`config.mk`:
```
export PLATFORM = sky130hd
export DESIGN_NAME = dbg_exc_filter
export DESIGN_NICKNAME = d
export VERILOG_FILES = /design/src/rtl/dbg_exc_pkg.sv /design/src/rtl/dbg_exc_decode.sv /design/src/rtl/dbg_exc_regs.sv /design/src/rtl/dbg_exc_decide.sv /design/src/rtl/dbg_exc_filter.sv
export SDC_FILE = /design/constraint.sdc
export NUM_CORES = 1
export LEC_CHECK = 0
export BUFFER_PORTS_ARGS = -buffer_cell sky130_fd_sc_hd__buf_2
export CAP_MARGIN = 20
export CORE_MARGIN = 3
export CORE_UTILIZATION = 47
export CTS_CLUSTER_SIZE = 16
export DETAILED_ROUTE_END_ITERATION = 16
export HOLD_SLACK_MARGIN = 0.05
export PLACE_DENSITY_LB_ADDON = 0.3
export REMOVE_ABC_BUFFERS = 1
export SYNTH_ARGS = -nofsm -noshare
export SYNTH_HDL_FRONTEND = slang
export SYNTH_HIERARCHICAL = 1
export SYNTH_SLANG_ARGS = --single-unit
```
`constraint.sdc`:
```
create_clock -name clk -period 1.39 [get_ports clk]
set_input_delay 0.2085 -clock clk [delete_from_list [all_inputs] [get_ports clk]]
set_output_delay 0.2085 -clock clk [all_outputs]
set_load 0.02 [all_outputs]
```
`src/rtl/dbg_exc_pkg.sv`:
```
package dbg_exc_pkg;
  localparam int unsigned KINDS  = 13;
  localparam int unsigned CODE_W = 4;

  typedef enum logic [CODE_W-1:0] {
    EXC_RESET   = 4'd0,
    EXC_BUSERR  = 4'd1,
    EXC_DPAGE   = 4'd2,
    EXC_IPAGE   = 4'd3,
    EXC_TICK    = 4'd4,
    EXC_ALIGN   = 4'd5,
    EXC_ILLEGAL = 4'd6,
    EXC_EXTINT  = 4'd7,
    EXC_DTLB    = 4'd8,
    EXC_ITLB    = 4'd9,
    EXC_RANGE   = 4'd10,
    EXC_SYSCALL = 4'd11,
    EXC_TRAP    = 4'd12
  } exc_kind_e;
endpackage

```
`src/rtl/dbg_exc_decode.sv`:
```
module dbg_exc_decode #(
  parameter int unsigned KINDS  = dbg_exc_pkg::KINDS,
  parameter int unsigned CODE_W = dbg_exc_pkg::CODE_W
) (
  input  logic              strobe,
  input  logic [CODE_W-1:0] code,
  output logic [KINDS-1:0]  onehot
);
  // Codes at or above KINDS produce no bit, so they can never be caught.
  for (genvar g = 0; g < KINDS; g++) begin : g_kind
    assign onehot[g] = strobe && (code == CODE_W'(g));
  end
endmodule

```
`src/rtl/dbg_exc_regs.sv`:
```
module dbg_exc_regs #(
  parameter int unsigned KINDS = dbg_exc_pkg::KINDS
) (
  input  logic             clk,
  input  logic             rst_n,
  input  logic             host_wr_en,
  input  logic             host_sel,
  input  logic [KINDS-1:0] host_wdata,
  input  logic [KINDS-1:0] capture,
  output logic [KINDS-1:0] stop_q,
  output logic [KINDS-1:0] reason_q,
  output logic [KINDS-1:0] host_rdata
);
  logic             stop_en, reason_en;
  logic [KINDS-1:0] stop_d, reason_d;

  always_comb begin
    stop_en   = host_wr_en && !host_sel;
    stop_d    = host_wdata;
    reason_en = (host_wr_en && host_sel) || (|capture);
    // A host write replaces the old contents, but a capture in the same cycle still sets its bit.
    reason_d  = ((host_wr_en && host_sel) ? host_wdata : reason_q) | capture;
  end

  always_ff @(posedge clk or negedge rst_n) begin
    if (!rst_n) begin
      stop_q   <= '0;
      reason_q <= '0;
    end else begin
      if (stop_en)   stop_q   <= stop_d;
      if (reason_en) reason_q <= reason_d;
    end
  end

  assign host_rdata = host_sel ? reason_q : stop_q;
endmodule

```
`src/rtl/dbg_exc_decide.sv`:
```
module dbg_exc_decide #(
  parameter int unsigned KINDS = dbg_exc_pkg::KINDS
) (
  input  logic             clk,
  input  logic             rst_n,
  input  logic             exc_valid,
  input  logic [KINDS-1:0] capture,
  input  logic             dbg_off,
  output logic             exc_ignore,
  output logic             cpu_stall,
  output logic             stall_state
);
  logic hit;
  logic ignore_d, ignore_q;
  logic stall_d, stall_en;

  always_comb begin
    hit      = |capture;
    ignore_d = hit;
    stall_en = exc_valid;
    stall_d  = hit;
  end

  always_ff @(posedge clk or negedge rst_n) begin
    if (!rst_n) begin
      ignore_q    <= 1'b0;
      stall_state <= 1'b0;
    end else begin
      ignore_q <= ignore_d;
      if (stall_en) stall_state <= stall_d;
    end
  end

  assign exc_ignore = ignore_q;
  assign cpu_stall  = stall_state && !dbg_off;
endmodule

```
`src/rtl/dbg_exc_filter.sv`:
```
module dbg_exc_filter #(
  parameter int unsigned KINDS  = dbg_exc_pkg::KINDS,
  parameter int unsigned CODE_W = dbg_exc_pkg::CODE_W
) (
  input  logic              clk,
  input  logic              rst_n,
  input  logic              exc_valid,
  input  logic [CODE_W-1:0] exc_code,
  input  logic              dbg_off,
  input  logic              host_wr_en,
  input  logic              host_sel,
  input  logic [KINDS-1:0]  host_wdata,
  output logic [KINDS-1:0]  host_rdata,
  output logic              exc_ignore,
  output logic              cpu_stall
);
  logic [KINDS-1:0] kind_vec;
  logic [KINDS-1:0] capture;
  logic [KINDS-1:0] stop_q;
  logic [KINDS-1:0] reason_q;
  logic             stall_state;

  dbg_exc_decode #(.KINDS(KINDS), .CODE_W(CODE_W)) u_decode (
    .strobe (exc_valid),
    .code   (exc_code),
    .onehot (kind_vec)
  );

  assign capture = kind_vec & stop_q;

  dbg_exc_regs #(.KINDS(KINDS)) u_regs (
    .clk        (clk),
    .rst_n      (rst_n),
    .host_wr_en (host_wr_en),
    .host_sel   (host_sel),
    .host_wdata (host_wdata),
    .capture    (capture),
    .stop_q     (stop_q),
    .reason_q   (reason_q),
    .host_rdata (host_rdata)
  );

  dbg_exc_decide #(.KINDS(KINDS)) u_decide (
    .clk         (clk),
    .rst_n       (rst_n),
    .exc_valid   (exc_valid),
    .capture     (capture),
    .dbg_off     (dbg_off),
    .exc_ignore  (exc_ignore),
    .cpu_stall   (cpu_stall),
    .stall_state (stall_state)
  );
endmodule

```
==> results of run 1 <==
Yosys cell counts:
cell type and n:
nor3_1 4, or3b_1 1, nor3_2 1, and3_1 10, mux2_2 16, nor4_2 1, a31oi_1 1, dfrtp_1 28
nand2_2 1, and2_1 13, buf_4 2, and3_2 3, buf_12 1, nand2b_1 2, nand2_1 2, buf_6 2
nand3_1 1, clkbuf_1 1, a211o_1 13, nand3b_1 2, or4_1 2, nor2b_1 1, mux2_4 10, nor2_1 10
nor2b_4 1
routing by layer:
layer	vias up	global-route usage	wire [microns]
met4	0	0.0593	19
met3	2	0.0250	125
li1	615	-	-
met2	28	0.377	2210
met5	-	0	0
met1	633	0.242	1720
sequential cells by signal, indices dropped and copies added (netlist names):
name and cells:
u_decide/exc_ignore 1, u_regs/reason_q 13, u_decide/stall_state 1, u_regs/stop_q 13
kinds of logic (layout without fill, tap and decap cells):
family          count (synthesis)  in the layout
simple gates                   55             55
mux                            26             26
compound gates                 14             14
buf+inv                         6             77
flops                          28             28
layout make-up:
type / instances / area, sq um
fillers: 241 / 867
multi-input cells: 95 / 857
flip-flops and latches: 28 / 701
repair buffers: 74 / 601
well taps: 44 / 55.1
clock buffers: 3 / 22.5
repair_timing:
item / CTS / global route
endpoints found under the hold margin: 28 / 0
setup endpoints to repair: 15 / 15
hold buffers: 1 / 0
buffers inserted: 2 / 7
pin swaps: 1 / 1
resized for setup: 33 / 18
worst paths after layout:
| kind | to | slack, ns | cells after the start |
|---|---|---|---|
| max | u_decide/stall_state | -0.12 | 4 |
| min | u_regs/stop_q[8] | 0.12 | 2 |
| max reg2reg | u_decide/stall_state | -0.12 | 4 |
| min reg2reg | u_regs/reason_q[12] | 0.51 | 1 |
| max in group asynchronous | u_regs/stop_q[4] | 0.54 | 2 |
| min in group asynchronous | u_decide/exc_ignore | 0.43 | 2 |
metrics by stage:
| stage | hold WS, ns | power, mW | std cells | util |
|---|---|---|---|---|
| 4_1_cts | 0.114 | 2.05 | 237 | 0.683 |
| 3_5_place_dp | 0.261 | 1.62 | 232 | 0.633 |
| 5_1_grt | 0.0853 | 2.27 | 244 | 0.721 |
| 3_3_place_gp | 0.247 | 1.59 | 232 | 0.633 |
| 2_1_floorplan | -0.0871 | 1.34 | 123 | - |
| 6_report | 0.120 | 2.14 | 244 | 0.721 |
power by group through the flow:
stage | clock [mW] | combinational [mW] | sequential (mW)
after floorplan | 0 | 0.343 | 0.999
after global placement | 0 | 0.587 | 1.01
after detailed placement | 0 | 0.609 | 1.02
after CTS | 0.336 | 0.711 | 1.01
after global routing | 0.391 | 0.857 | 1.02
final | 0.329 | 0.809 | 1.01
worst max-delay path: stages, from the launching register on:
cell and delay [ns]:
dfrtp_1 0.43, and2_4 0.15, or4_4 0.54, nor4_4 0.17
a31oi_1 0.11
==> impl_results.md, run 1 <==
- Worst-path clk slew: 0.15 ns
- HPWL after DPL: 2810 microns
- Clock Sink Count: 28
- # setup viols final: 9
- Hold Crit Class: in -> reg
- Vias in the first global route: 1338
- Largest family of logic cells by synthesized area: simple AND/OR/NAND/NOR gates
- # nets final: 225
- FMAX: 661 MHz
- Syn_area_per_cell: 12.0 sq um
- Synth top area share: 0.452
- Clk buf depth: 2
- Synth Warn #: 6
- Starting Density: 0.499
- Antenna violations before repair: 0
- IO Pins: 38
- Most frequent cells in the layout: 28 x buf_4, 28 x dfrtp_1, 23 x buf_2
- Ant. Diodes: 0
- Mapped cell area: 1550 sq um
- Pin count of the biggest net entering global routing: 29
- Synth-to-Final Area Change: 44.3%
- GP Congestion: 0.840
- CTS Root Cell: clkbuf_4
- Synth area leader: dfrtp_1
- Simple-Gate Fraction of Synth Area: 0.217
- Post-synthesis compound-gate area fraction: 0.0775
- Slew Viols, Final: 0
- R2R Path Start: u_regs/stop_q[9]
- Detail-routed via count per cell: 5.24
- Failing checks: setup timing
- WL/cell: 16.7 microns
- Gate Count Post-Synth: 129
- Chip height: 63.4 microns
- Final worst setup slack: -0.122 ns
- Core area: 3100 sq um
- Count of different cell masters after synthesis: 25
- CTS tree: built
- Die span in x: 63.4 microns
- Seq/Total Area, Yosys: 0.452
- Critical Path RT: 1.60 ns
- Slew HR: 0.573
- Seq cells post-synth: 28
- Die area: 4020 sq um
- Leak pwr: 1.20 nW
- Critical path type: reg -> reg
- Slew of the pin with the lowest slew margin: 0.640 ns
- XOR/XNOR Fraction of Synth Area: 0
- First-pass GRT wire length: 6380 microns
- Fin. Hold Viols: 0
- Port-buffer cells: 37
- MaxCap Viol Count: 0
- Design area: 2240 sq um
- # rows: 20
- Drt drc: 0
- Hold path start: host_wdata[8]
- Worst-path fanout max: 2
- Comb power frac: 0.377
- Unrepaired setup endpoints after global routing: yes
- Post-Synth Adder-Cell Area: 0
- Setup Skew: 0.00927 ns
- Vias: 1278
- Crit. End Element: flip-flop
- 1st-iter DRT viols: 60
- Sw Share: 0.291
- Clock latency on the worst-skew pair: 0.32 ns
- PwrDens: 959 nW/um^2
- Min Tclk post-route: 1.51 ns
- CP arrival: 1.72 ns
- Setup TNS: -0.719 ns
- Total GRT Usage: 0.203
- Routed wire length: 4080 microns
- Place WS: -0.389 ns
- Clk pwr share: 0.153
- Final Cycle Share: 1.09
- Psw: 624 uW
- H-tree depth: 1
- Cell Area, Placed: 1960 sq um
- Peak supply drop: 0.494 mV
- Synth top area cells: dfrtp_1 45%, mux2_2 12%, mux2_4 9.7%, a211o_1 7.4%, and2_1 5.3%
- Fraction of layout cells with a size suffix above 1: 0.570
- Seq pwr share: 0.469
- Int Pwr: 1.52 mW
- Pre-antenna DRT Iters: 4
- Final antenna-violating net count: 0
- Gr ovfl total: 0
- Post-synthesis mux area share: 0.213
- CTS buffer count: 3
- Setup crit start kind: flip-flop
- CP startpoint: u_regs/stop_q[9]
- Run status: finished with violations
Note: power is estimated with default switching activity, not from simulation.
==> run 2: changes to the inputs <==
BUFFER_PORTS_ARGS = default   (was -buffer_cell sky130_fd_sc_hd__buf_2)
CELL_PAD_IN_SITES_DETAIL_PLACEMENT = 1   (was default)
CELL_PAD_IN_SITES_GLOBAL_PLACEMENT = 2   (was default)
CORE_UTILIZATION = 36   (was 47)
DONT_BUFFER_PORTS = 1   (was default)
==> run 2 against run 1 <==
The run still ends with setup timing left. Sequential power is essentially flat. Clock skew decreased by 0.0016 ns. Die area is 27% higher. Combinational power shrank 34%. Clock-buffer cell count stayed put. Hold slack worse by 0.051 ns.
==> impl_results.md, run 2 (synthesized netlist as in run 1, its figures left out) <==
- Run status: finished with violations
- Failing checks: setup timing
- Die span in x: 71.6 microns
- Ant. Diodes: 0
- Slew of the pin with the lowest slew margin: 0.393 ns
- Final Power: 2.18 mW
- FMAX: 677 MHz
- Drt drc: 0
- Synth-to-Final Area Change: 23.9%
- Peak supply drop: 0.648 mV
- Worst-path fanout max: 2
- # setup viols final: 4
- Leak pwr: 0.968 nW
- Most common cell after layout, fill and taps aside: dfrtp_1
- Worst hold stages: 1
- Final worst setup slack: -0.0873 ns
- Slew Viols, Final: 0
- Place WS: -0.279 ns
- Vias: 1107
- CP arrival: 1.63 ns
- Critical path type: reg -> reg
- HPWL after DPL: 2860 microns
- Vias in the first global route: 1316
- Routed wire length: 3990 microns
- Core area: 4090 sq um
- WHS Endpoint: u_regs/stop_q[10]
- Hold path start: host_wdata[10]
- # nets final: 180
- Setup crit start kind: flip-flop
- Final antenna-violating net count: 0
- Cell Count, Final, Fillers Out: 206
- Chip height: 71.6 microns
- MaxCap Viol Count: 0
- R2R Path Start: u_regs/stop_q[9]
- CTS buffer count: 3
- Critical Path RT: 1.55 ns
- Pre-antenna DRT Iters: 4
- Fraction of layout cells with a size suffix above 1: 0.449
- CTS Root Cell: clkbuf_8
- Regs by FF count: u_regs/reason_q x13, u_regs/stop_q x13
- 1st-iter DRT viols: 46
- Register Area: 701 sq um
- R2r setup slk: -0.09 ns
- Unrepaired setup endpoints after global routing: yes
- Antenna violations before repair: 0
- Worst Reg2Reg Path Length in Cells: 4
- Placed insts: 195
- Clock Sink Count: 28
- IO Pins: 38
- WL/cell: 19.4 microns
- Hold Crit Class: in -> reg
- Slew HR: 0.738
- Pin count of the biggest net entering global routing: 29
- CTS tree: built
- Cell breakdown of the critical path: and2_4 > or4_4 > nor4_4 > a31oi_1
- Starting Density: 0.379
- GP Congestion: 0.764
- Worst-path clk slew: 0.10 ns
- Fin. Hold Viols: 0
- CP peak stage delay: 0.54 ns
- Crit. End Element: flip-flop
- Clock latency on the worst-skew pair: 0.28 ns
- Total GRT Usage: 0.169
- # rows: 23
- Min Tclk post-route: 1.48 ns
- Critical-path top delay cell: or4_4
- FF-to-FF End: u_decide/stall_state
- Gr ovfl total: 0
- Util after Layout: 0.470
- Filler cells: 441
- Detail-routed via count per cell: 5.37
- PwrDens: 1140 nW/um^2
- H-tree depth: 1
- Port-buffer cells: 0
- Most frequent cells in the layout: 28 x dfrtp_1, 22 x buf_4, 13 x mux2_2, 13 x mux2_4, 13 x a211o_1
- Clk buf depth: 2
- Final Cycle Share: 1.06
- First-pass GRT wire length: 6730 microns
- Area occupied by multi-input gates: 836 sq um
- Die area: 5130 sq um
- Setup Skew: 0.00766 ns
[run 2: changes by cell type in the layout (fill, tap and decap cells not counted), sizes merged]
cell and change:
dlygate4sd3 +2, bufinv +1, buf -47
[run 2: metrics by stage]
step	TNS (ns)	hold WS [ns]	instance area, sq um
2_1_floorplan	-0.198	-0.0871	1490
3_3_place_gp	-0.354	-0.0863	1720
3_5_place_dp	-0.511	-0.0864	1720
4_1_cts	-0.219	0.0622	1900
5_1_grt	-0.387	0.0521	1920
6_report	-0.199	0.0690	1920
[run 2: worst max path at each step]
stage	start	endpoint	slack, ns
global placement	exc_valid	u_decide/stall_state	-0.19
CTS	u_regs/stop_q[9]	u_decide/stall_state	-0.1
floorplan	exc_valid	u_decide/stall_state	-0.12
finish	u_regs/stop_q[9]	u_decide/stall_state	-0.09
detailed placement	exc_valid	u_decide/stall_state	-0.28
global route	u_regs/stop_q[9]	u_decide/stall_state	-0.14
[run 2: critical path: cells and delay by family, from the launching register on]
family	cells	cell delay, ns
flops	1	0.39
simple gates	3	0.85
compound gates	1	0.12
[run 2: where the power goes]
group | leakage (nW) | switching [mW] | internal (mW)
logic | 0.595 | 0.236 | 0.294
registers | 0.337 | 0.0723 | 0.931
clock network | 0.0357 | 0.262 | 0.386
total | 0.968 | 0.570 | 1.61
[run 2: area by class of cell]
type                            instances  area share
Sequential cell                        28       0.365
Clock inverter                          1      0.0156
Clock buffer                            3      0.0215
Timing Repair Buffer                   29       0.130
Multi-Input combinational cell         95       0.435
Tap cell                               50      0.0326
[run 2: layer usage]
layer | up-vias | track usage | wire (microns)
li1 | 526 | - | -
met1 | 544 | 0.226 | 1850
met2 | 33 | 0.268 | 1870
met3 | 4 | 0.0575 | 237
met4 | 0 | 0.0313 | 29
met5 | - | 0 | 0
[run 2: timing repair]
action | 4_1_cts | 5_1_grt
hold buffers | 3 | 1
setup endpoints to repair | 2 | 4
resized for setup | 13 | 3
pin swaps | 4 | 2
endpoints found under the hold margin | 29 | 1
buffers inserted | 3 | 1
==> run 3: changes to the inputs <==
PLACE_DENSITY_LB_ADDON = 0.1   (was 0.3)
==> run 3 against run 2 <==
The flow still finishes with violations (setup timing). Sequential share of layout area rose by 0.46 points. Clock-buffer cell count did not move. Non-clock buffer count fell by 2. Cell count fell by 0.97%. Register-to-register slack barely moved. Via count fell by 0.27%. Critical path type unchanged. Largest power group unchanged.
==> impl_results.md, run 3 (synthesized netlist as in run 1, its figures left out) <==
- Final Cycle Share: 1.05
- Clock Sink Count: 28
- H-tree depth: 1
- Setup crit start kind: flip-flop
- CP arrival: 1.62 ns
- Drt drc: 0
- R2R Path Start: u_regs/stop_q[9]
- Design area: 1900 sq um
- Final Power: 2.18 mW
- Hold WS: 0.0698 ns
- Placed insts: 196
- Peak supply drop: 0.690 mV
- Regs by FF count: u_regs/reason_q x13, u_regs/stop_q x13
- Min Tclk post-route: 1.46 ns
- Failing checks: setup timing
- Routed wire length: 4070 microns
- Unrepaired setup endpoints after global routing: yes
- CTS Root Cell: clkbuf_8
- Pin count of the biggest net entering global routing: 29
- Chip height: 71.6 microns
- Crit. End Element: flip-flop
- Leak pwr: 0.955 nW
- FF-to-FF End: u_decide/stall_state
- Final worst setup slack: -0.0740 ns
- 1st-iter DRT viols: 27
- Critical path type: reg -> reg
- Worst-path clk slew: 0.11 ns
- R2r setup slk: -0.07 ns
- Slew of the pin with the lowest slew margin: 0.391 ns
- Worst hold stages: 1
- WHS Endpoint: u_regs/stop_q[0]
- Core area: 4090 sq um
- Area occupied by multi-input gates: 833 sq um
- Fin. Hold Viols: 0
- Filler cells: 448
- Synth-to-Final Area Change: 22.4%
- First-pass GRT wire length: 6820 microns
- Cell Area, Placed: 1720 sq um
- # nets final: 178
- Ant. Diodes: 0
- Port-buffer cells: 0
- Fraction of layout cells with a size suffix above 1: 0.442
- Run status: finished with violations
- Vias: 1104
- Clk buf depth: 2
- Most frequent cells in the layout: 28 x dfrtp_1, 22 x buf_4, 13 x mux2_2, 13 x mux2_4, 13 x a211o_1
- HPWL after DPL: 2910 microns
- Util after Layout: 0.464
- Worst-path fanout max: 2
- CTS tree: built
- Die area: 5130 sq um
- CTS buffer count: 3
- IO Pins: 38
- Detail-routed via count per cell: 5.41
- Register Area: 701 sq um
- PwrDens: 1150 nW/um^2
- Starting Density: 0.379
- MaxCap Viol Count: 0
- Setup TNS: -0.143 ns
- Total GRT Usage: 0.169
- Clock latency on the worst-skew pair: 0.28 ns
- WL/cell: 19.9 microns
- Hold path start: host_wdata[0]
- Place WS: -0.310 ns
- # rows: 23
- Hold Crit Class: in -> reg
- # setup viols final: 3
- Slew Viols, Final: 0
- Antenna violations before repair: 0
- FMAX: 683 MHz
- Slew HR: 0.739
- Final antenna-violating net count: 0
- Worst Reg2Reg Path Length in Cells: 4
- Die span in x: 71.6 microns
- Critical Path RT: 1.55 ns
- Gr ovfl total: 0
- Vias in the first global route: 1361
- GP Congestion: 0.683
- Setup Skew: 0.00496 ns
- Most common cell after layout, fill and taps aside: dfrtp_1
- Pre-antenna DRT Iters: 4
- Cell Count, Final, Fillers Out: 204
==> run 3: changes by cell type in the layout (fill, tap and decap cells not counted) <==
cell,delta
and2_1,+1
and2_4,-1
buf_6,-1
dlygate4sd3_1,-1
==> run 3: layout make-up <==
cell class / instances / share of cell area
Sequential cell: 28 / 0.370
Multi-Input combinational cell: 95 / 0.440
Timing Repair Buffer: 27 / 0.120
Tap cell: 50 / 0.0330
Clock inverter: 1 / 0.0158
Clock buffer: 3 / 0.0218
==> run 3: worst max path at each step <==
| stage | cells past startpoint | slack [ns] | endpoint | start |
|---|---|---|---|---|
| floorplan | 6 | -0.12 | u_decide/stall_state | exc_valid |
| global placement | 6 | -0.31 | u_decide/stall_state | exc_valid |
| detailed placement | 6 | -0.31 | u_decide/stall_state | exc_valid |
| CTS | 4 | -0.12 | u_decide/stall_state | u_regs/stop_q[7] |
| global route | 4 | -0.13 | u_decide/stall_state | u_regs/stop_q[9] |
| finish | 4 | -0.07 | u_decide/stall_state | u_regs/stop_q[9] |
==> run 3: critical path, cell delays in order, from the launching register on <==
cell and delay [ns]:
dfrtp_1 0.40, and2_4 0.14, or4_4 0.54, nor4_4 0.15
a31oi_1 0.11
==> run 3: what timing repair did <==
item,CTS,global route
hold endpoints to repair,29,0
gates resized for setup,10,4
setup endpoints to repair,2,5
hold buffers,3,0
pin swaps,2,2
buffers inserted,2,0
gates cloned,0,0
==> run 3: metal layers <==
metal	up-vias	wire length, microns	track usage
met5	-	0	0
met1	553	1760	0.207
met4	0	17	0.0313
met2	27	2060	0.309
li1	522	-	-
met3	2	227	0.0337
==> run 3: power breakdown <==
group / switching (mW) / leakage (nW) / total, mW / internal (mW)
clock: 0.275 / 0.0357 / 0.660 / 0.386
combinational: 0.230 / 0.583 / 0.515 / 0.284
sequential: 0.0742 / 0.337 / 1.01 / 0.931
